--- src/rtl/frac_clkgen_pkg.sv ---
package frac_clkgen_pkg;

    localparam int CG_DIV_W    = 7;
    localparam int CG_EN_BIT   = 15;
    localparam int CG_SEL_LSB  = 13;
    localparam int CG_PD_LSB   = 8;
    localparam int CG_DIV_LSB  = 0;

    // predivide codes
    localparam logic [1:0] CG_PD_OFF   = 2'd0;
    localparam logic [1:0] CG_PD_TWO   = 2'd1;
    localparam logic [1:0] CG_PD_HALF  = 2'd2;
    localparam logic [1:0] CG_PD_THREE = 2'd3;

    typedef enum logic [1:0] {
        ST_OFF  = 2'd0,
        ST_RUN  = 2'd1,
        ST_HOLD = 2'd2
    } cg_state_e;

    typedef struct packed {
        logic [1:0]          src;
        logic [1:0]          pdiv;
        logic [CG_DIV_W-1:0] div;
    } cg_set_t;

    function automatic logic [1:0] cg_src_index(input logic [1:0] sel);
        if (sel[1]) return sel[0] ? 2'd2 : 2'd1;
        return 2'd0;
    endfunction

endpackage

--- src/rtl/clkgen_cfg_reg.sv ---
module clkgen_cfg_reg
    import frac_clkgen_pkg::*;
#(
    parameter int REG_W = 32
) (
    input  logic             clk,
    input  logic             rst_n,
    input  logic             we,
    input  logic [REG_W-1:0] wdata,
    output logic [REG_W-1:0] word_q,
    output cg_set_t          set_o,
    output logic             valid_o
);

    always_ff @(posedge clk or negedge rst_n) begin
        if (!rst_n)  word_q <= '0;
        else if (we) word_q <= wdata;
    end

    always_comb begin
        set_o.src  = cg_src_index(word_q[CG_SEL_LSB +: 2]);
        set_o.pdiv = word_q[CG_PD_LSB +: 2];
        set_o.div  = word_q[CG_DIV_LSB +: CG_DIV_W];
        valid_o    = word_q[CG_EN_BIT] && (set_o.pdiv != CG_PD_OFF) && (set_o.div != '0);
    end

    assert_write_lands_R1: assert property (@(posedge clk) disable iff (!rst_n)
        we |=> (word_q == $past(wdata)));

endmodule

--- src/rtl/clkgen_prediv.sv ---
module clkgen_prediv
    import frac_clkgen_pkg::*;
(
    input  logic       clk,
    input  logic       rst_n,
    input  logic       clr,
    input  logic       tick,
    input  logic [1:0] mode,
    output logic       step
);

    logic [1:0] cnt;
    logic       phase;
    logic [1:0] last;

    always_comb begin
        last = ((mode == CG_PD_THREE) || ((mode == CG_PD_HALF) && phase)) ? 2'd2 : 2'd1;
        step = tick && (cnt == last);
    end

    always_ff @(posedge clk or negedge rst_n) begin
        if (!rst_n) begin
            cnt   <= '0;
            phase <= 1'b0;
        end else if (clr) begin
            cnt   <= '0;
            phase <= 1'b0;
        end else if (tick) begin
            if (cnt == last) begin
                cnt <= '0;
                if (mode == CG_PD_HALF) phase <= ~phase;
            end else begin
                cnt <= cnt + 2'd1;
            end
        end
    end

    assert_prediv_bound_R4: assert property (@(posedge clk) disable iff (!rst_n)
        ((mode != CG_PD_THREE) && !((mode == CG_PD_HALF) && phase)) |-> (cnt <= 2'd1));

    assert_phase_only_half_R5: assert property (@(posedge clk) disable iff (!rst_n)
        (mode != CG_PD_HALF) |-> !phase);

endmodule

--- src/rtl/clkgen_intdiv.sv ---
module clkgen_intdiv #(
    parameter int DIV_W = 7
) (
    input  logic             clk,
    input  logic             rst_n,
    input  logic             clr,
    input  logic             step,
    input  logic [DIV_W-1:0] div,
    output logic             per_end
);

    logic [DIV_W-1:0] cnt;

    assign per_end = step && (cnt == div - 1'b1);

    always_ff @(posedge clk or negedge rst_n) begin
        if (!rst_n)        cnt <= '0;
        else if (clr)      cnt <= '0;
        else if (step)     cnt <= per_end ? '0 : cnt + 1'b1;
    end

    assert_div_bound_R6: assert property (@(posedge clk) disable iff (!rst_n)
        (div != '0) |-> (cnt < div));

endmodule

--- src/rtl/frac_clkgen.sv ---
module frac_clkgen
    import frac_clkgen_pkg::*;
#(
    parameter int REG_W = 32,
    parameter int NSRC  = 3
) (
    input  logic             clk,
    input  logic             rst_n,
    input  logic             cfg_we,
    input  logic [REG_W-1:0] cfg_wdata,
    output logic [REG_W-1:0] cfg_rdata,
    input  logic [NSRC-1:0]  src_tick,
    output logic             clk_pulse
);

    cg_state_e state, state_nxt;
    cg_set_t   cfg_set, act;
    logic      cfg_valid;
    logic      changed, reload, pulse_d, clr;
    logic      tick_g, step, per_end;

    clkgen_cfg_reg #(.REG_W(REG_W)) u_cfg (
        .clk     (clk),
        .rst_n   (rst_n),
        .we      (cfg_we),
        .wdata   (cfg_wdata),
        .word_q  (cfg_rdata),
        .set_o   (cfg_set),
        .valid_o (cfg_valid)
    );

    assign tick_g  = (state != ST_OFF) && src_tick[act.src];
    assign changed = (cfg_set != act);
    assign clr     = reload || (state == ST_OFF);

    clkgen_prediv u_pre (
        .clk   (clk),
        .rst_n (rst_n),
        .clr   (clr),
        .tick  (tick_g),
        .mode  (act.pdiv),
        .step  (step)
    );

    clkgen_intdiv #(.DIV_W(CG_DIV_W)) u_div (
        .clk     (clk),
        .rst_n   (rst_n),
        .clr     (clr),
        .step    (step),
        .div     (act.div),
        .per_end (per_end)
    );

    // state register and live settings
    always_ff @(posedge clk or negedge rst_n) begin
        if (!rst_n) begin
            state     <= ST_OFF;
            act       <= '0;
            clk_pulse <= 1'b0;
        end else begin
            state     <= state_nxt;
            clk_pulse <= pulse_d;
            if (reload) act <= cfg_set;
        end
    end

    // next state and outputs
    always_comb begin
        state_nxt = state;
        reload    = 1'b0;
        pulse_d   = 1'b0;
        unique case (state)
            ST_OFF: begin
                if (cfg_valid) begin
                    reload    = 1'b1;
                    state_nxt = ST_RUN;
                end
            end
            ST_RUN: begin
                if (!cfg_valid) begin
                    state_nxt = ST_OFF;
                end else if (changed) begin
                    if (per_end) reload    = 1'b1;
                    else         state_nxt = ST_HOLD;
                end else begin
                    pulse_d = per_end;
                end
            end
            ST_HOLD: begin
                if (!cfg_valid) begin
                    state_nxt = ST_OFF;
                end else if (per_end) begin
                    reload    = 1'b1;
                    state_nxt = ST_RUN;
                end
            end
            default: state_nxt = ST_OFF;
        endcase
    end

    assert_off_silent_R2: assert property (@(posedge clk) disable iff (!rst_n)
        (state == ST_OFF) |-> !clk_pulse);

    assert_invalid_stops_R2: assert property (@(posedge clk) disable iff (!rst_n)
        !cfg_valid |=> (state == ST_OFF));

    assert_hold_silent_R8: assert property (@(posedge clk) disable iff (!rst_n)
        (state == ST_HOLD) |-> !clk_pulse);

    assert_pulse_single_R6: assert property (@(posedge clk) disable iff (!rst_n)
        clk_pulse |=> !clk_pulse);

endmodule

--- config.mk ---
export PLATFORM = sky130hd
export DESIGN_NAME = frac_clkgen
export DESIGN_NICKNAME = d
export VERILOG_FILES = /design/src/rtl/frac_clkgen_pkg.sv /design/src/rtl/clkgen_cfg_reg.sv /design/src/rtl/clkgen_prediv.sv /design/src/rtl/clkgen_intdiv.sv /design/src/rtl/frac_clkgen.sv
export SDC_FILE = /design/constraint.sdc
export NUM_CORES = 1
export LEC_CHECK = 0
export ABC_AREA = 1
export ABC_CLOCK_PERIOD_IN_PS = 3200
export BUFFER_PORTS_ARGS = -buffer_cell sky130_fd_sc_hd__buf_2
export CORE_MARGIN = 1.5
export CORE_UTILIZATION = 30
export DETAILED_ROUTE_END_ITERATION = 8
export GPL_TIMING_DRIVEN = 0
export SKIP_CTS_REPAIR_TIMING = 1
export SYNTH_ARGS = -nofsm -noshare
export SYNTH_HDL_FRONTEND = slang
export SYNTH_HIERARCHICAL = 1
export SYNTH_SLANG_ARGS = --single-unit
--- constraint.sdc ---
create_clock -name clk -period 3.2 [get_ports clk]
set_input_delay 0.32 -clock clk [delete_from_list [all_inputs] [get_ports clk]]
set_output_delay 0.32 -clock clk [all_outputs]
set_load 0.01 [all_outputs]
Word level (Yosys, flattened, before mapping)
Index checks and enable logic that the tools add are counted.

Order comparisons: 1. Bitwise gates (word level): 1. Add/sub/neg operators: 3. Multiplexer cells: 33. Reductions and logical operators: 18. Equal/unequal tests: 11.

Operators with widths (number): $mux 2 (13); $mux 7 (3); $mux 1 (14); $reduce_bool 2->1 (6); $ne 11x11->1 (1); $ne 3x3->1 const B (3); $add 7x1->7 const B (1); $eq 7x7->1 (1); $reduce_bool 7->1 (1); $sub 7x1->7 const B (1); $eq 2x2->1 const B (3); $logic_and 1x1->1 (6); $pmux 2 s3 (1); $reduce_and 4->1 (1); $lt 2x3->1 const B (1); $pmux 1 s3 (1); $reduce_and 3->1 (1); $add 2x1->2 const B (1); $bmux 1 s2 (1); $eq 2x1->1 const B (1); $eq 2x2->1 (1); $logic_not 2->1 (1); $logic_or 1x1->1 (2); $ne 2x2->1 const B (1); $not 1->1 (1).

Bits of input ports: 38. Word-level logic and storage cells: 76. Output and inout bits: 33. Bits in registers: 56.

Longest topological paths before layout
Gate-level depths: netlist of the first run.

Word-level depth: 14. Depth in mapped cells: 24. Depth with buffers taken out: 23.

Hierarchy
The synthesis of the first run kept the hierarchy.

By module, submodules not included: clkgen_cfg_reg (seq. area each 800.8 um2, cells an instance 155, times used 1, area each 1524.0 um2); frac_clkgen (seq. area each 350.3 um2, cells an instance 132, times used 1, area each 898.4 um2); clkgen_intdiv (seq. area each 175.2 um2, cells an instance 126, times used 1, area each 708.2 um2); clkgen_prediv (seq. area each 75.1 um2, cells an instance 31, times used 1, area each 214.0 um2).

Worst setup path before layout of the first run
OpenSTA, ideal clock, no wires.

Kind: register -> register. Start: register state[0]. End: register u_pre.phase. Path slack: 266 ps. Data required time: 3083 ps. Arrival time: 2817 ps. Cell stages (with the launch flop): 25. Clock period less this slack: 2934 ps. Buffers on the path: 1. Library setup time: 117 ps. Cells stage by stage: dfrtp_1 inv_1 ha_1 inv_1 o21ai_0 a211oi_1 inv_1 nor2_1 nand3_1 nor2_2 nand2_1 nor2_2 nand2_4 inv_1 and3_1 nand2_1 nand2_2 nand2_2 buf_6 nand2_1 inv_2 nand2_1 nand3_2 nand2_1 nand2_1.

Cells in the longest elaborated chain, start to end: 11. Elaborated cells on any way between the ends: 18. Classes of those cells: eq/ne (2); mux (6); reduce/logical (10).

Ends and longest elaborated chain: start, declared (line frac_clkgen.sv:16) `cg_state_e state, state_nxt;`; start signal, assigned (line frac_clkgen.sv:61) `state <= state_nxt;`; $reduce_bool 2->1 (*) (line frac_clkgen.sv:32) `assign tick_g = (state != ST_OFF) && src_tick[act.src];`; $logic_and 1x1->1 (*) (line frac_clkgen.sv:32); net tick_g (line frac_clkgen.sv:20) `logic tick_g, step, per_end;`; $logic_and 1x1->1 (*) (line clkgen_prediv.sv:18) `step = tick && (cnt == last);`; net step (line frac_clkgen.sv:20); $logic_and 1x1->1 (*) (line clkgen_intdiv.sv:14) `assign per_end = step && (cnt == div - 1'b1);`; net per_end (line frac_clkgen.sv:20); $mux 1 (*) (line frac_clkgen.sv:83, frac_clkgen.sv:92); $mux 1 (line frac_clkgen.sv:82) `end else if (changed) begin`; $mux 1 (line frac_clkgen.sv:80) `if (!cfg_valid) begin`; $pmux 1 s3 (*) (line frac_clkgen.sv:72) `unique case (state)`; $logic_or 1x1->1 (*) (line frac_clkgen.sv:34) `assign clr = reload || (state == ST_OFF);`; net clr (line frac_clkgen.sv:19) `logic changed, reload, pulse_d, clr;`; $reduce_bool 2->1 (no source line); $reduce_and 3->1 (no source line); end signal, assigned (line clkgen_prediv.sv:31) `if (mode == CG_PD_HALF) phase <= ~phase;`; end, declared (line clkgen_prediv.sv:13) `logic phase;`.

The timed path passes the listed nets; every way through them passes the cells marked *. A chain may end at the register's enable or synchronous reset.

Worst setup path in the final report of the first run
Ends and elaborated chain as after synthesis.

==> results of run 1 <==
-- sequential cells by signal (all words and copies together), names as in the netlist --
register,count
u_cfg/word_q,32
act,11
u_div/cnt,7
state,2
u_pre/cnt,2
clk_pulse,1
u_pre/phase,1
-- power breakdown --
group          leakage, nW  switching (mW)  internal [mW]
clock               0.0462           0.244          0.161
combinational         1.46           0.641          0.429
sequential           0.707           0.171          0.837
total                 2.21            1.06           1.43
-- cell usage after synthesis, drive strengths merged --
master  instances
o22ai           2
nor2           37
ha              6
o21ai          38
buf            20
o211ai          1
and3            1
nand2         164
nand3          23
a211oi          1
nand4           4
a21oi           3
dfrtp          56
nor3            1
xor2            2
inv            79
xnor2           6
-- worst min path at each step --
stage / depth (start not counted) / end / slack, ps / from
6_report: 1 / u_div/cnt[5] / 50 / rst_n
5_1_grt: 1 / u_cfg/word_q[8] / 110 / rst_n
4_1_cts: 3 / u_cfg/word_q[24] / 190 / cfg_wdata[24]
3_5_place_dp: 2 / u_cfg/word_q[21] / 500 / u_cfg/word_q[21]
3_3_place_gp: 2 / u_cfg/word_q[20] / 490 / u_cfg/word_q[20]
2_1_floorplan: 0 / act[0] / 20 / rst_n
-- stage by stage --
step | TNS, ps | worst slack, ps
after global routing | 0 | 7.09
after global placement | -1640 | -209
after floorplan | 0 | 266
after CTS | -2490 | -293
final | 0 | 296
after detailed placement | -2060 | -248
-- worst max-delay path, cell delays in order (launching register included) --
cell      delay [ps]
dfrtp_1          390
inv_1             70
ha_1             220
inv_2             90
o21ai_0          100
a211oi_2         260
inv_2            100
nor2_4           120
nand3_1          100
nor2_2            80
nand2_1           60
nor2_2           120
nand2_4           70
inv_2             70
and3_1           150
nand2_1           70
nand2_2           90
nand2_2           80
buf_6            150
nand2_4           80
inv_2             60
nand2_1           90
nand3_2           70
nand2_1           50
nand2_1           40
-- kinds of logic (layout without fill, tap and decap cells) --
family          count (synthesis)  count (layout)  synth area share [%]
xor+xnor                        8               8                  2.10
simple gates                  230             230                  28.8
buf+inv                        99             181                  14.7
compound gates                 45              45                  10.2
fa+ha+maj                       6               6                  2.24
flops                          56              56                  41.9
-- per-layer routing --
| metal | wire, µm | vias to the layer above |
|---|---|---|
| met3 | 369 | 8 |
| li1 | - | 1495 |
| met1 | 3200 | 1311 |
| met2 | 3430 | 65 |
| met5 | 0 | - |
| met4 | 82 | 0 |
-- cell type report --
class,count,area [µm²]
Multi-Input combinational cell,289,1480
Tap cell,140,175
Clock buffer,6,72.6
Sequential cell,56,1400
Inverter,79,297
Buffer,20,196
Timing Repair Buffer,74,385
Fill cell,1146,6820
Clock inverter,2,17.5
==> reports/metrics.cfg, run 1 <==
[clocking]
cts_buffers=5
cts_tree=built
cts-root-buf=clkbuf_8
clk_pin_slew_worst_paths_ps=110
clock_sinks=56
insertion_delay_ps=310
clockBufferDepth=2
cts_max_level=2

[global_route]
busiest_layer=met2
grtUsageMet3_pct=3.38
track_usage_pct=13.2
grt_pass1_vias=2910
antenna_found_initial=0
use_met1_pct=16.6
overflow=0
grt_max_degree=57
grt_pass1_wl_um=12600
grtUsageMet2_pct=22.5

[logic_synthesis]
yosys_warnings=6
ys_types=28
syn-cell-area_um2=3340
synth_fp_nets=488
syn_inst=444
avgSynthCellArea_um2=7.53
yosys.area.top_type_share_pct=41.9
synth-seq-cells=56
synth_area_leaders=dfrtp_1, nand2_1, inv_1
yosys.area.top_type=dfrtp_1
yosysSeqAreaShare_pct=41.9

[sta]
slew_headroom_pct=52.1
hold_violations=0
whs_ps=53.3
setup_violations=0
worst_slew_pin_slew_ps=719
min_period_ps=2900
rsz0062_at_grt=false
finalCritPeriodShare_pct=90.7
finalMaxSlewViolations=0
finalClockSkew_ps=15.3
clock.fmax_mhz=344

[floorplan]
die_area_um2=11800
io-pin-count=71
rows=38
die_h_um=109
coreArea_um2=10800
start_util_pct=30.9
die_w_um=109

[route]
first_iter_violations=100
routedWlPerCell_um=10.6
firstDrtPassIters=4
wirelength_um=7090
drc=0
vias=2879
vias_per_cell=4.32
ant_nets=0

[placed_design]
numPortBuffers=69
dp_cells=653
place.gp.congestion=0.795
dp_hpwl_um=5390
place_area_um2=3860

[cells_and_area]
layout.cells.non_filler=666
area_growth_pct=20.2
final_common_cell=nand2_1
postLayoutCoreUtil_pct=37.1
nNetsFinal=569
drive_gt1_share_pct=30.8
final_cell_mix=nand2_1, inv_1, buf_2, dfrtp_1, o21ai_2
stdcell_area_um2=4020
n_antenna_cell=0

[run_status]
run_status=completed

[setup_path]
crit_path_start=state[0]
ff2ff_setup_slack_ps=300
endpoint=u_pre/phase
r2r-start=state[0]
crit_type=flop to flop
worstReg2RegEnd=u_pre/phase
arrival_ps=3110
crit_fanout=10
rr_worst_depth=24
crit_path_start_kind=flop
worst_setup_path_end_kind=flop
cp.required_ps=3400

[job]
drv_cap=0

[pwr]
vdd_ir_drop_max_v=0.000238
p_leak_nw=2.21
powerDensity_nw_per_um2=618
total_power_mw=2.48

[worst_hold_path]
worstHoldPathType=input port to async pin

(Power assumes the default switching activity.)
==> inputs of run 2 (changes only) <==
- RECOVER_POWER: unset -> 25
==> reports/metrics.cfg, run 2 (same netlist as run 1, synthesis figures left out) <==
[run_status]
run_status=completed

[cells_and_area]
final_common_cell=nand2_1
final_cell_mix=nand2_1, inv_1, buf_2, dfrtp_1, nor2_1
n_antenna_cell=0
largest-register=u_cfg/word_q
drive_gt1_share_pct=28.5
reg_top3=u_cfg/word_q: 32 flops, act: 11 flops, u_div/cnt: 7 flops
stdcell_area_um2=3970
largest_register_ffs=32
area_growth_pct=18.8
layout.cells.non_filler=666
nNetsFinal=569

[route]
first_iter_violations=101
wirelength_um=7090
vias_per_cell=4.32
vias=2877
routedWlPerCell_um=10.6
ant_nets=0
firstDrtPassIters=4
drc=0

[job]
drv_cap=0

[floorplan]
start_util_pct=30.9
coreArea_um2=10800
io-pin-count=71
die_h_um=109
die_area_um2=11800
rows=38
die_w_um=109

[clocking]
clk_pin_slew_worst_paths_ps=110
clockBufferDepth=2
cts-root-buf=clkbuf_8
cts_tree=built
cts_buffers=5
insertion_delay_ps=310
clock_sinks=56
cts_max_level=2

[placed_design]
dp_cells=653
numPortBuffers=69
place.gp.congestion=0.795
dp_hpwl_um=5390
place_area_um2=3860

[sta]
finalMaxSlewViolations=0
min_period_ps=2900
finalClockSkew_ps=15.2
finalCritPeriodShare_pct=90.7
worst_slew_pin_slew_ps=1400
slew_headroom_pct=6.53
setup_violations=0
tns_ps=0
hold_violations=0
clock.fmax_mhz=345
rsz0062_at_grt=false

[worst_hold_path]
worstHoldPathType=input port to flop

[global_route]
grt_max_degree=57
overflow=0
grt_pass1_wl_um=12600
antenna_found_initial=0
grt_pass1_vias=2910
track_usage_pct=13.2

[setup_path]
crit_path_start_kind=flop
arrival_ps=3110
cp.required_ps=3400
crit_fanout=10
crit_type=flop to flop
worst_setup_path_end_kind=flop

[pwr]
p_leak_nw=2.19
vdd_ir_drop_max_v=0.000238
powerDensity_nw_per_um2=623

[run 2: cell types whose count changed in the layout (fill, tap and decap cells not counted)]
cell	before	now
buf_4	17	16
clkbuf_2	0	1
o21ai_2	29	17
o21ai_0	8	20
[run 2: cell type report]
| class | count | area (µm²) |
|---|---|---|
| buffer | 20 | 196 |
| clock inverter | 2 | 17.5 |
| sequential | 56 | 1400 |
| tap | 140 | 175 |
| timing repair buffer | 74 | 383 |
| fill | 1158 | 6870 |
| inverter | 79 | 297 |
| clock buffer | 6 | 72.6 |
| multi-input combinational | 289 | 1430 |
[run 2: critical path, stage by stage (launching register included)]
cell	delay, ps
dfrtp_1	390
inv_1	70
ha_1	220
inv_2	90
o21ai_0	100
a211oi_2	260
inv_2	100
nor2_4	120
nand3_1	100
nor2_2	80
nand2_1	60
nor2_2	120
nand2_4	70
inv_2	70
and3_1	150
nand2_1	70
nand2_2	90
nand2_2	80
buf_6	150
nand2_4	80
inv_2	60
nand2_2	100
nand3_2	70
nand2_1	50
nand2_1	40
[run 2: worst paths after layout]
| path | from | to | cells after the start | slack (ps) |
|---|---|---|---|---|
| setup / recovery | state[0] | u_pre/phase | 24 | 300 |
| hold / removal | cfg_wdata[23] | u_cfg/word_q[23] | 3 | 200 |
| setup reg to reg | state[0] | u_pre/phase | 24 | 300 |
| hold reg to reg | u_cfg/word_q[7] | u_cfg/word_q[7] | 2 | 530 |
| max in group asynchronous | rst_n | u_cfg/word_q[15] | 1 | 2030 |
| min in group asynchronous | rst_n | u_div/cnt[5] | 1 | 320 |
[run 2: where the power goes]
group / internal [mW] / switching, mW
combinational: 0.424 / 0.634
sequential: 0.837 / 0.171
clock: 0.161 / 0.245
[run 2: per-stage QoR]
step,hold slack (ps),setup WS [ps],total power [mW],utilization [%]
4_1_cts,186,-293,2.45,36.5
6_report,203,297,2.47,36.6
3_3_place_gp,493,-209,2.00,35.7
2_1_floorplan,24.4,266,1.77,-
5_1_grt,191,7.09,2.72,36.6
3_5_place_dp,497,-248,2.03,35.7
[run 2: routing by layer]
metal,vias up,global-route usage [%],share of wire (%)
li1,1492,-,-
met1,1314,16.6,45
met2,63,22.5,48
met3,8,3.38,5.2
met4,0,3.48,1.2
met5,-,0,0
==> inputs of run 3 (changes only) <==
- SYNTH_HIERARCHICAL: 1 -> unset
==> reports/metrics.cfg, run 3 <==
[cells_and_area]
n_antenna_cell=0
nNetsFinal=480
drive_gt1_share_pct=31.4
largest-register=u_cfg.word_q
largest_register_ffs=32
area_growth_pct=20.0
reg_top3=u_cfg.word_q: 32 flops, act: 11 flops, u_div.cnt: 7 flops
nFillCells=1014
final_common_cell=nand2_1
final_cell_mix=nand2_1, buf_2, dfrtp_1, inv_1, nand3_1

[logic_synthesis]
syn_inst=360
synth_xor_area_share_pct=2.61
synth_edf_count=0
avgSynthCellArea_um2=8.40
synthTopCellsByCount=nand2_1, dfrtp_1, inv_1, nand3_1, nor2_1
ys_async_sr_fraction_pct=100
synthSimpleGateAreaFrac_pct=23.0
yosys.area.top_type_share_pct=46.3
synth_top_family_by_area=simple AND/OR/NAND/NOR gates
synth_fp_nets=404
ys_types=30
syn-cell-area_um2=3030
synthMuxAreaShare_pct=7.44
synth_fa_ha_area_share_pct=2.48
synth-seq-cells=56
yosys_warnings=0
synth_most_common_cell=nand2_1
synth_area_leaders=dfrtp_1, nand2_1, mux2_2
synth_compound_area_share_pct=8.56
yosysSeqAreaShare_pct=46.3
yosys.area.top_type=dfrtp_1
synth_ff_type=dfrtp_1

[sta]
rsz0062_at_grt=false
min_period_ps=2100
finalCritPeriodShare_pct=65.5
finalClockSkew_ps=3.93
tns_ps=0
finalMaxSlewViolations=0
setup_violations=0
hold_violations=0
worst_slew_pin_slew_ps=1380
clock.fmax_mhz=477
slew_headroom_pct=8.07

[route]
wirelength_um=6360
firstDrtPassIters=4
routedWlPerCell_um=11.1
ant_nets=0
first_iter_violations=115
vias_per_cell=4.42
vias=2520
drc=0

[floorplan]
coreArea_um2=9770
rows=36
die_w_um=103
start_util_pct=31.0
die_h_um=103
die_area_um2=10700
io-pin-count=71

[clocking]
clock_sinks=56
cts_buffers=5
clockBufferDepth=2
cts_tree=built
insertion_delay_ps=320
cts-root-buf=clkbuf_8
cts_max_level=2
clk_pin_slew_worst_paths_ps=110

[setup_path]
crit_path_start_kind=flop
crit_fanout=10
cp_top_family=simple AND/OR/NAND/NOR gates
ff2ff_setup_slack_ps=1100
cp.required_ps=3420
slowest_stage=dfrtp_1
crit_chain=inv_1 -> ha_1 -> inv_1 -> nand4_1 -> nor2_2 -> nand3_2 -> nor2_2 -> o21ai_2 -> buf_6 -> nand2_1 -> o21ai_2
max_stage_delay_ps=430
arrival_ps=2310
worst_setup_path_end_kind=flop
crit_type=flop to flop
crit_buf_inv=3

[global_route]
track_usage_pct=12.9
overflow=0
grt_pass1_wl_um=10800
grt_pass1_vias=2368
antenna_found_initial=0
grt_max_degree=57

[worst_hold_path]
worstHoldPathType=input port to flop

[run_status]
run_status=completed

[placed_design]
numPortBuffers=69
dp_hpwl_um=4850
place.gp.congestion=0.822

[pwr]
p_leak_nw=1.85
total_power_mw=2.51
powerDensity_nw_per_um2=691
vdd_ir_drop_max_v=0.000265

[job]
drv_cap=0

==> run 3: worst paths after layout <==
kind / startpoint / to / cells after the start
min in group asynchronous: rst_n / u_div.cnt[5] / 1
max: state[0] / act[1] / 11
min reg2reg: u_cfg.word_q[28] / u_cfg.word_q[28] / 1
min: cfg_wdata[6] / u_cfg.word_q[6] / 3
max reg2reg: state[0] / act[1] / 11
max in group asynchronous: rst_n / u_cfg.word_q[14] / 1
==> run 3: final cells by class <==
type / instances / area (µm²) / share of cell area, %
timing repair buffer: 69 / 345 / 9.51
multi-input combinational: 241 / 1340 / 36.8
sequential: 56 / 1400 / 38.6
clock inverter: 3 / 25.0 / 0.689
buffer: 19 / 124 / 3.41
inverter: 44 / 165 / 4.55
clock buffer: 5 / 68.8 / 1.90
tap: 133 / 166 / 4.58
==> run 3: kinds of logic (layout without fill, tap and decap cells) <==
family	count (synthesis)	in the layout
simple gates	164	164
buf+inv	63	140
flops	56	56
compound gates	42	42
mux	20	20
xor+xnor	9	9
fa+ha+maj	6	6
==> run 3: stage by stage <==
| stage | instances | utilization (%) | cell area [µm²] | hold WS [ps] | setup slack, ps |
|---|---|---|---|---|---|
| 6_report | 570 | 37.1 | 3630 | 201 | 1100 |
| 5_1_grt | 570 | 37.1 | 3630 | 193 | 935 |
| 4_1_cts | 570 | 37.1 | 3630 | 194 | 1120 |
| 3_5_place_dp | 562 | 36.2 | 3540 | 490 | 1150 |
| 3_3_place_gp | 562 | 36.2 | 3540 | 489 | 1180 |
| 2_1_floorplan | 360 | - | 3030 | 24.4 | 1400 |
==> run 3: worst min-delay path, stage by stage <==
cell,delay [ps]
buf_2,70
nand2_1,40
o21ai_0,50
==> run 3: routing by layer <==
layer | GRT usage, % | vias up | part of all wire (%)
met2 | 20.8 | 60 | 46
met1 | 17.0 | 1163 | 47
li1 | - | 1286 | -
met3 | 2.96 | 11 | 5.1
met4 | 4.78 | 0 | 1.9
met5 | 0 | - | 0
==> run 3: report_power, final <==
group	switching (mW)	internal, mW
Clock	0.251	0.162
Sequential	0.165	0.855
Combinational	0.649	0.427
